## config.mk

```make
export PLATFORM = sky130hd
export DESIGN_NAME = qdr_burst_sram
export DESIGN_NICKNAME = d
export VERILOG_FILES = /design/src/rtl/qdr_pkg.sv /design/src/rtl/qdr_array.sv /design/src/rtl/qdr_wr_port.sv /design/src/rtl/qdr_rd_port.sv /design/src/rtl/qdr_burst_sram.sv
export SDC_FILE = /design/constraint.sdc
export NUM_CORES = 1
export LEC_CHECK = 0
export CORE_MARGIN = 3
export CORE_UTILIZATION = 30
export DETAILED_ROUTE_END_ITERATION = 10
export SLEW_MARGIN = 30
export SYNTH_ARGS = -nofsm -noshare
export SYNTH_HDL_FRONTEND = slang
export SYNTH_SLANG_ARGS = --single-unit
```

## constraint.sdc

```tcl
create_clock -name clk -period 6.95 [get_ports clk]
set_input_delay 1.7375 -clock clk [delete_from_list [all_inputs] [get_ports clk]]
set_output_delay 1.7375 -clock clk [all_outputs]
set_load 0.02 [all_outputs]
```

## src/rtl/qdr_pkg.sv

```systemverilog
package qdr_pkg;
    localparam int BURST     = 4;
    localparam int LAT_LONG  = 5;
    localparam int LAT_SHORT = 2;

    typedef enum logic [1:0] {
        RD_IDLE, RD_HOLD1, RD_HOLD2, RD_HOLD3
    } rd_state_e;

    typedef enum logic [2:0] {
        WR_IDLE, WR_ADDR, WR_BEAT0, WR_BEAT1, WR_BEAT2, WR_BEAT3
    } wr_state_e;

    typedef enum logic [1:0] {
        PD_EMPTY, PD_HOLD, PD_COMMIT
    } pend_state_e;
endpackage

```

## src/rtl/qdr_array.sv

```systemverilog
module qdr_array import qdr_pkg::*; #(
    parameter int LINES  = 16,
    parameter int WORD_W = 18,
    parameter int LANES  = 2
) (
    input  logic                                clk,
    input  logic                                commit,
    input  logic                                pend_valid,
    input  logic [$clog2(LINES)-1:0]            pend_line,
    input  logic [BURST-1:0][WORD_W-1:0]        pend_data,
    input  logic [BURST-1:0][LANES-1:0]         pend_be,
    input  logic [$clog2(LINES)-1:0]            rd_line,
    output logic [BURST-1:0][WORD_W-1:0]        line_words
);
    localparam int LANE_W = WORD_W / LANES;

    logic [BURST-1:0][WORD_W-1:0] mem [LINES];

    // Byte-masked commit of the pending line
    always_ff @(posedge clk) begin
        if (commit) begin
            for (int w = 0; w < BURST; w++) begin
                for (int l = 0; l < LANES; l++) begin
                    if (pend_be[w][l])
                        mem[pend_line][w][l*LANE_W +: LANE_W] <= pend_data[w][l*LANE_W +: LANE_W];
                end
            end
        end
    end

    // Array line with the uncommitted write merged over it
    always_comb begin
        line_words = mem[rd_line];
        for (int w = 0; w < BURST; w++) begin
            for (int l = 0; l < LANES; l++) begin
                if (pend_valid && (pend_line == rd_line) && pend_be[w][l])
                    line_words[w][l*LANE_W +: LANE_W] = pend_data[w][l*LANE_W +: LANE_W];
            end
        end
    end
endmodule

```

## src/rtl/qdr_wr_port.sv

```systemverilog
module qdr_wr_port import qdr_pkg::*; #(
    parameter int WORD_W = 18,
    parameter int LANES  = 2,
    parameter int AW     = 6
) (
    input  logic                           clk,
    input  logic                           rst_n,
    input  logic                           cmd_edge,
    input  logic                           wr_sel_n,
    input  logic [AW-1:0]                  addr,
    input  logic [WORD_W-1:0]              wdata,
    input  logic [LANES-1:0]               wbyte_n,
    output logic                           wr_push,
    output logic                           pend_valid,
    output logic                           pend_commit,
    output logic [AW-3:0]                  pend_line,
    output logic [BURST-1:0][WORD_W-1:0]   pend_data,
    output logic [BURST-1:0][LANES-1:0]    pend_be
);
    wr_state_e   st, st_nx;
    pend_state_e pst, pst_nx;
    logic        again;
    logic [AW-1:0] wadr;
    logic        beat_on;
    logic [1:0]  bidx;
    logic [1:0]  phys;
    logic [BURST-1:0][WORD_W-1:0] asm_d, asm_d_nx;
    logic [BURST-1:0][LANES-1:0]  asm_be, asm_be_nx;

    always_comb begin
        unique case (st)
            WR_IDLE:  st_nx = (cmd_edge && !wr_sel_n) ? WR_ADDR : WR_IDLE;
            WR_ADDR:  st_nx = WR_BEAT0;
            WR_BEAT0: st_nx = WR_BEAT1;
            WR_BEAT1: st_nx = WR_BEAT2;
            WR_BEAT2: st_nx = WR_BEAT3;
            WR_BEAT3: st_nx = again ? WR_BEAT0 : WR_IDLE;
            default:  st_nx = WR_IDLE;
        endcase
    end

    always_comb begin
        unique case (pst)
            PD_EMPTY:  pst_nx = wr_push ? PD_HOLD : PD_EMPTY;
            PD_HOLD:   pst_nx = PD_COMMIT;
            PD_COMMIT: pst_nx = wr_push ? PD_HOLD : PD_EMPTY;
            default:   pst_nx = PD_EMPTY;
        endcase
    end

    always_comb begin
        beat_on = 1'b1;
        bidx    = 2'd0;
        unique case (st)
            WR_BEAT0: bidx = 2'd0;
            WR_BEAT1: bidx = 2'd1;
            WR_BEAT2: bidx = 2'd2;
            WR_BEAT3: bidx = 2'd3;
            default:  beat_on = 1'b0;
        endcase
        phys      = wadr[1:0] + bidx;
        asm_d_nx  = asm_d;
        asm_be_nx = asm_be;
        if (beat_on) begin
            asm_d_nx[phys]  = wdata;
            asm_be_nx[phys] = ~wbyte_n;
        end
    end

    assign wr_push     = (st == WR_BEAT3);
    assign pend_valid  = (pst != PD_EMPTY);
    assign pend_commit = (pst == PD_COMMIT);

    always_ff @(posedge clk or negedge rst_n) begin
        if (!rst_n) begin
            st    <= WR_IDLE;
            pst   <= PD_EMPTY;
            again <= 1'b0;
        end else begin
            st    <= st_nx;
            pst   <= pst_nx;
            again <= (st == WR_BEAT2) && cmd_edge && !wr_sel_n;
        end
    end

    always_ff @(posedge clk) begin
        if (st == WR_ADDR || (st == WR_BEAT3 && again))
            wadr <= addr;
        asm_d  <= asm_d_nx;
        asm_be <= asm_be_nx;
        if (wr_push) begin
            pend_data <= asm_d_nx;
            pend_be   <= asm_be_nx;
            pend_line <= wadr[AW-1:2];
        end
    end
endmodule

```

## src/rtl/qdr_rd_port.sv

```systemverilog
module qdr_rd_port import qdr_pkg::*; #(
    parameter int WORD_W = 18
) (
    input  logic                          clk,
    input  logic                          rst_n,
    input  logic                          cmd_edge,
    input  logic                          rd_sel_n,
    input  logic                          lat_long,
    input  logic [1:0]                    start_off,
    input  logic [BURST-1:0][WORD_W-1:0]  line_words,
    output logic                          rd_acc,
    output logic                          rvalid,
    output logic [WORD_W-1:0]             rdata
);
    localparam int DEPTH = LAT_LONG + BURST - 1;
    localparam int IW    = $clog2(DEPTH);

    rd_state_e st, st_nx;
    logic [DEPTH-1:0]             sv, sv_nx;
    logic [DEPTH-1:0][WORD_W-1:0] sd, sd_nx;
    logic [IW-1:0]                base;

    assign rd_acc = (st == RD_IDLE) && cmd_edge && !rd_sel_n;

    always_comb begin
        unique case (st)
            RD_IDLE:  st_nx = rd_acc ? RD_HOLD1 : RD_IDLE;
            RD_HOLD1: st_nx = RD_HOLD2;
            RD_HOLD2: st_nx = RD_HOLD3;
            RD_HOLD3: st_nx = RD_IDLE;
            default:  st_nx = RD_IDLE;
        endcase
    end

    // Beat delay line: slot j reaches the output j+1 edges later
    always_comb begin
        base  = lat_long ? IW'(LAT_LONG - 1) : IW'(LAT_SHORT - 1);
        sv_nx = {1'b0, sv[DEPTH-1:1]};
        sd_nx = {{WORD_W{1'b0}}, sd[DEPTH-1:1]};
        if (rd_acc) begin
            for (int k = 0; k < BURST; k++) begin
                sv_nx[base + IW'(k)] = 1'b1;
                sd_nx[base + IW'(k)] = line_words[start_off + 2'(k)];
            end
        end
    end

    always_ff @(posedge clk or negedge rst_n) begin
        if (!rst_n) st <= RD_IDLE;
        else        st <= st_nx;
    end

    always_ff @(posedge clk or negedge rst_n) begin
        if (!rst_n) begin
            sv     <= '0;
            sd     <= '0;
            rvalid <= 1'b0;
            rdata  <= '0;
        end else begin
            sv     <= sv_nx;
            sd     <= sd_nx;
            rvalid <= sv[0];
            rdata  <= sv[0] ? sd[0] : '0;
        end
    end
endmodule

```

## src/rtl/qdr_burst_sram.sv

```systemverilog
module qdr_burst_sram import qdr_pkg::*; #(
    parameter int LINES  = 16,
    parameter int WORD_W = 18,
    parameter int LANE_W = 9,
    localparam int LANES = WORD_W / LANE_W,
    localparam int LAW   = $clog2(LINES),
    localparam int AW    = LAW + 2
) (
    input  logic              clk,
    input  logic              rst_n,
    input  logic              lat_long,
    input  logic              rd_sel_n,
    input  logic              wr_sel_n,
    input  logic [AW-1:0]     addr,
    input  logic [WORD_W-1:0] wdata,
    input  logic [LANES-1:0]  wbyte_n,
    output logic [WORD_W-1:0] rdata,
    output logic              rvalid
);
    logic ph;
    logic cmd_edge;
    logic rd_acc;
    logic wr_push;
    logic wr_commit;
    logic pend_valid;
    logic [LAW-1:0]               pend_line;
    logic [BURST-1:0][WORD_W-1:0] pend_data;
    logic [BURST-1:0][LANES-1:0]  pend_be;
    logic [BURST-1:0][WORD_W-1:0] line_words;

    always_ff @(posedge clk or negedge rst_n) begin
        if (!rst_n) ph <= 1'b0;
        else        ph <= ~ph;
    end
    assign cmd_edge = ~ph;

    qdr_wr_port #(.WORD_W(WORD_W), .LANES(LANES), .AW(AW)) u_wr (
        .clk(clk), .rst_n(rst_n), .cmd_edge(cmd_edge), .wr_sel_n(wr_sel_n),
        .addr(addr), .wdata(wdata), .wbyte_n(wbyte_n),
        .wr_push(wr_push), .pend_valid(pend_valid), .pend_commit(wr_commit),
        .pend_line(pend_line), .pend_data(pend_data), .pend_be(pend_be)
    );

    qdr_array #(.LINES(LINES), .WORD_W(WORD_W), .LANES(LANES)) u_arr (
        .clk(clk), .commit(wr_commit), .pend_valid(pend_valid),
        .pend_line(pend_line), .pend_data(pend_data), .pend_be(pend_be),
        .rd_line(addr[AW-1:2]), .line_words(line_words)
    );

    qdr_rd_port #(.WORD_W(WORD_W)) u_rd (
        .clk(clk), .rst_n(rst_n), .cmd_edge(cmd_edge), .rd_sel_n(rd_sel_n),
        .lat_long(lat_long), .start_off(addr[1:0]), .line_words(line_words),
        .rd_acc(rd_acc), .rvalid(rvalid), .rdata(rdata)
    );
endmodule

```

==> results of run 1 <==
## Yosys cell counts (29+ instances only)
master    instances  share of area [%]
buf_2            41               0.35
mux2_2           78                1.5
o22ai_1          66               0.71
dfrtp_1         180                7.7
clkbuf_1         94               0.61
o21ai_1          73               0.63
mux4_2          258                 10
dfxtp_1          80                2.7
edfxtp_1       1242                 64
a221o_1          29               0.50
a21oi_1          39               0.34
mux2i_1         331                5.7
nor2_1          226                1.5
o21ai_0          30               0.26
nand2_1         141               0.91
## final timing paths
check	from	to	slack [ns]	cells past startpoint
max reg2reg	u_wr.pend_line[2]	u_rd.sd[55]	3.66	7
min	u_rd.sd[26]	u_rd.sd[8]	0.35	0
max	addr[2]	u_rd.sd[55]	2.71	9
max in group asynchronous	rst_n	u_rd.sd[22]	4.75	2
min reg2reg	u_rd.sd[26]	u_rd.sd[8]	0.35	0
min in group asynchronous	rst_n	u_rd.rdata[2]	0.92	1
## through the flow
step	hold slack [ns]	setup WS (ns)	cells	utilization, %	area, µm²
floorplan	0.400	3.32	3126	-	58300
global placement	0.349	1.86	5569	31.9	61500
detailed placement	0.340	1.86	5569	32.0	61700
CTS	0.354	2.63	5850	34.6	66700
global route	0.361	2.54	5854	34.7	66800
finish	0.352	2.71	5855	34.7	66800
## registers in the layout (all words and copies together) (netlist names)
register and count:
u_rd.sv 8, u_wr.pend_line 4, u_arr.mem 1152, ph 1, u_wr.wadr 6, u_rd.st 2, u_wr.asm_be 8, u_wr.pend_data 72
u_wr.pst 2, u_wr.st 3, u_rd.rvalid 1, u_rd.rdata 18, u_wr.asm_d 72, u_rd.sd 144, u_wr.pend_be 8, u_wr.again 1
## power groups by stage
stage                     registers, mW  clock network (mW)  logic, mW
after CTS                          10.9                8.35       1.94
after floorplan                    10.9                   0       1.26
after global routing               11.0                8.69       2.08
final                              10.9                8.20       1.93
after global placement             11.1                   0       1.88
after detailed placement           11.1                   0       1.93
## metal layers
metal / vias up / part of all wire, % / global-route usage, %
met5: - / 0 / 0
met4: 0 / 2.9 / 5.01
met3: 216 / 6.5 / 2.51
met2: 1000 / 47 / 23.2
met1: 15464 / 43 / 20.4
li1: 12468 / - / -
## layout make-up
cell class / instances / area (µm²) / area share, %
well taps: 2526 / 3160 / 4.73
clock inverters: 82 / 976 / 1.46
flip-flops and latches: 1502 / 43400 / 65.0
diodes: 4 / 10.0 / 0.0150
clock buffers: 199 / 4050 / 6.06
multi-input cells: 1412 / 14000 / 21.0
repair buffers: 118 / 1130 / 1.69
inverters: 12 / 45.0 / 0.0674
## worst reg2reg max path, cell delays in order, from the launching register on
cell,delay (ns)
edfxtp_1,0.51
xor2_1,0.20
nor3_2,0.51
nand3_1,0.67
mux2i_1,0.71
mux2i_1,0.21
mux2i_1,0.26
o21ai_1,0.10
## layout by cell type, fill, tap and decap left out, types with 7 or more instances in the layout
master,Yosys,final
nor3_1,17,16
nor2_1,226,130
clkdlybuf4s50_1,0,43
inv_1,10,10
o22ai_1,66,66
a22oi_1,14,14
mux2_2,78,78
nand2b_1,12,11
nand2_1,141,132
clkinv_1,1,22
and2_1,23,22
clkbuf_1,94,41
a21oi_1,39,39
bufinv_16,0,13
a31oi_1,17,17
o21ai_0,30,30
buf_12,0,7
o21ai_1,73,73
clkbuf_16,0,153
a221o_1,29,29
buf_4,21,63
edfxtp_1,1242,1242
dfxtp_1,80,80
dfrtp_1,180,180
nand3_1,10,8
mux4_2,258,258
nor2b_1,11,8
mux2i_1,331,331
clkinv_2,0,23
nor2_2,0,96
nand2_2,0,9
## kinds of logic (layout without fill, tap and decap cells)
group                      after synthesis  after routing
DFF                                   1502           1502
muxes                                  667            667
and+or+nand+nor                        452            452
AOI/OAI and AO/OA                      283            283
buffers and inverters                  212            411
xor gates and xnor gates                 7              7
adders and majority gates                3              3
other                                    0              4
==> run metrics, run 1 <==
Psw 5.07 mW; fin. max-slew vios 0; Synth Register Bits 1,502; die area 200,000 µm²; Ys Warns 0; slowest CP cell mux4_2; Comb power frac 9.2%; Synth Area in XOR/XNOR 0.105%; hold_buf cts 0; DRC violations left 0; max-cap viol count 0; largest net degree at the start of global routing 91; clock buffer depth 3; Main synth FF type edfxtp_1; status finished, final reports clean; average size of a mapped cell 18.6 µm²; GRT Total Usage 14.7%; via count 29,148; Compound-Gate Fraction of Synth Area 3.01%; first-pass GRT wire length 213,000 µm; type of origin of the critical path primary input; core box area 193,000 µm²; post-route clock period utilization 61.1%; TritonCTS buffer count 151; Period minus WS final 4.24 ns; Slew headroom 26.7%; # rows 161; 1st-pass router iterations 5; worst path cell trace buf_8 -> buf_4 -> mux4_2 -> o22ai_1 -> a21oi_1 -> mux2i_1 -> mux2i_1 -> mux2i_1 -> o21ai_1; main combinational cell family by area after synthesis multiplexers; GR Overflow Total 0; CP Buf/Inv Count 2; post-synth cell types 45; top fanout value on the critical path 37; Die W 447 µm; # nets final 3,231; register area share after synthesis 74.5%; placer congestion estimate 0.817; Clock Latency Late Sink 0.80 ns; Hold/Removal Path Class reg2reg; vias in the first global route 29,403; CP delay by family, top multiplexers; fillers 17,825; share of cells above drive strength 1 22.5%; syn nets 3,160; actual slew at the worst max-slew pin 1.10 ns; simple-gate share of the synthesized area 3.23%; final wirelength 148,000 µm; drt initial violations 2,643; adder-cell area share of the yosys netlist 0.0644%; RSZ-0062 raised after global routing no; Die Y 447 µm; Sink Count 1,502; Worst Setup Path Type in2reg; CP most frequent cell mux2i_1; root buffer cell clkbuf_16; internal cell power 16.0 mW; Hold Vio Cnt, Final 0; Setup violations, final 0; Setup crit end kind flop; DPL Wire Length 92,900 µm; clk_skew 0.0297 ns; mux contribution to synthesized area 17.2%; leak pwr 22.4 nW; clock group share of total power 39.0%; sw frac 24.1%; Setup TNS 0 ns; clock transition at the registers of the reported paths 0.06 ns; slowest stage delay, CP 0.60 ns; crit path DAT 4.91 ns; Achievable Freq 0.236 GHz; CTS tree done; Post-Syn Instances 3,126; initial core utilization 30.2%; WP data required 7.62 ns; Final ANT Viol Nets 0; DR WL/cell 25.3 µm; power per cell area 315 nW/µm²; CTS resizes 0; Top Ports 50; area grow syn2layout 14.7%; vias per inst 4.98; port bufs 49; Post-synth ARST share 12.0%; register share of total power 51.8%; EDFF count, synth 1,242; Mapped Area 58,300 µm²; H-tree depth 4; # Post-CTS Setup Buffers 0; Max IR drop VDD 0.000255 V; initial antenna violation count 13; total power 21.0 mW
Power figures use the tool's default switching activity.
==> run 2: changes to the inputs <==
- clock period: 6.95 -> 4.2 ns (I/O delays scaled with it)
==> run metrics, run 2 (synthesis results as in run 1) <==
Worst Setup Path Type in2reg; fillers 17,794; 1st-pass router iterations 5; Place WS 0.0672 ns; GR Overflow Total 0; Achievable Freq 0.313 GHz; type of origin of the critical path primary input; Hold Vio Cnt, Final 0; port bufs 49; RSZ-0062 raised after global routing no; fin area 68,600 µm²; GRT Total Usage 14.5%; Die Y 447 µm; FF/Latch Area 43,400 µm²; # rows 161; placer congestion estimate 0.805; Sink Count 1,502; most common cell after layout, fill and taps aside edfxtp_1; vias in the first global route 30,570; multi-input combinational cell area 13,800 µm²; most frequent cells in the layout edfxtp_1, mux2i_1, buf_4; DRC violations left 0; Max IR drop VDD 0.000437 V; leak pwr 23.7 nW; H-tree depth 4; via count 30,011; dpl cells 5,790; Setup WS post-layout 1.00 ns; top fanout value on the critical path 25; first-pass GRT wire length 213,000 µm; Top Ports 50; Reg with most FFs u_arr.mem; max-cap viol count 0; initial core utilization 30.2%; max FFs per register 1,152; fin. max-slew vios 0; status finished, final reports clean; clock buffer depth 3; area grow syn2layout 17.8%; Setup violations, final 0; CTS resizes 0; clock transition at the registers of the reported paths 0.06 ns; Setup TNS 0 ns; crit path DAT 3.83 ns; power per cell area 513 nW/µm²; final wirelength 146,000 µm; largest net degree at the start of global routing 114; final core utilization 35.6%; drt initial violations 3,146; core box area 193,000 µm²; Final ANT Viol Nets 0; Placed Area 63,300 µm²; Period minus WS final 3.20 ns; total power 35.2 mW; Setup crit end kind flop; TritonCTS buffer count 155; clk_skew 0.0305 ns; Die W 447 µm; vias per inst 4.94; share of cells above drive strength 1 24.6%; worst hold slack 0.116 ns; WP data required 4.83 ns; actual slew at the worst max-slew pin 1.02 ns; CTS tree done; Slew headroom 31.6%; Clock Latency Late Sink 0.79 ns; Hold/Removal Path Class in2async; # nets final 3,456; hold_buf cts 0; post-route clock period utilization 76.1%; DPL Wire Length 94,200 µm; Largest regs u_arr.mem: 1152 flops, u_rd.sd: 144 flops; DR WL/cell 24.0 µm; die area 200,000 µm²; fin cells 6,080; initial antenna violation count 7; root buffer cell clkbuf_16; # Post-CTS Setup Buffers 0
[run 2: cell count changes in the layout (fill, tap and decap cells not counted), sizes merged]
cell | before | now
inv | 18 | 19
clkinvlp | 6 | 3
diode | 4 | 2
clkinv | 57 | 49
clkbuf | 200 | 215
buf | 74 | 296
[run 2: final timing paths]
path | from | end | slack, ns | cells past startpoint
worst max register to register | u_wr.pend_line[0] | u_rd.sd[59] | 1.22 | 9
worst min-delay path | rst_n | u_rd.rvalid | 0.12 | 1
min in group clk | u_rd.sv[1] | u_rd.sv[0] | 0.35 | 0
worst max-delay path | addr[3] | u_rd.sd[53] | 1.00 | 11
worst min register to register | u_rd.sv[1] | u_rd.sv[0] | 0.35 | 0
max in group asynchronous | rst_n | u_rd.sd[24] | 3.37 | 2
[run 2: final cells by class]
cell class | count | share of cell area, %
clock inverter | 72 | 1.31
clock buffer | 215 | 6.35
inverter | 12 | 0.0656
timing repair buffer | 339 | 4.36
multi-input combinational | 1412 | 20.1
sequential | 1502 | 63.2
antenna | 2 | 0.00729
tap | 2526 | 4.61
[run 2: where the power goes]
group	internal, mW	total [mW]	switching [mW]	leakage [nW]
Sequential	17.4	18.0	0.535	14.2
Combinational	1.40	3.25	1.85	6.94
Clock	8.14	14.0	5.83	2.55
Total	27.0	35.2	8.22	23.7
[run 2: metal layers]
layer | vias to the layer above | share of wire [%] | global-route usage (%)
met2 | 999 | 48 | 23.3
li1 | 12931 | - | -
met5 | - | 0 | 0
met1 | 15901 | 44 | 20.3
met3 | 180 | 6.6 | 2.34
met4 | 0 | 2.2 | 3.96
[run 2: critical path, cell delays in order]
cell	delay, ns
buf_8	0.25
buf_4	0.30
buf_4	0.25
mux4_2	0.33
mux2i_1	0.29
mux2i_1	0.12
mux2i_1	0.48
buf_4	0.22
mux2i_1	0.10
mux2i_1	0.26
o21ai_1	0.08
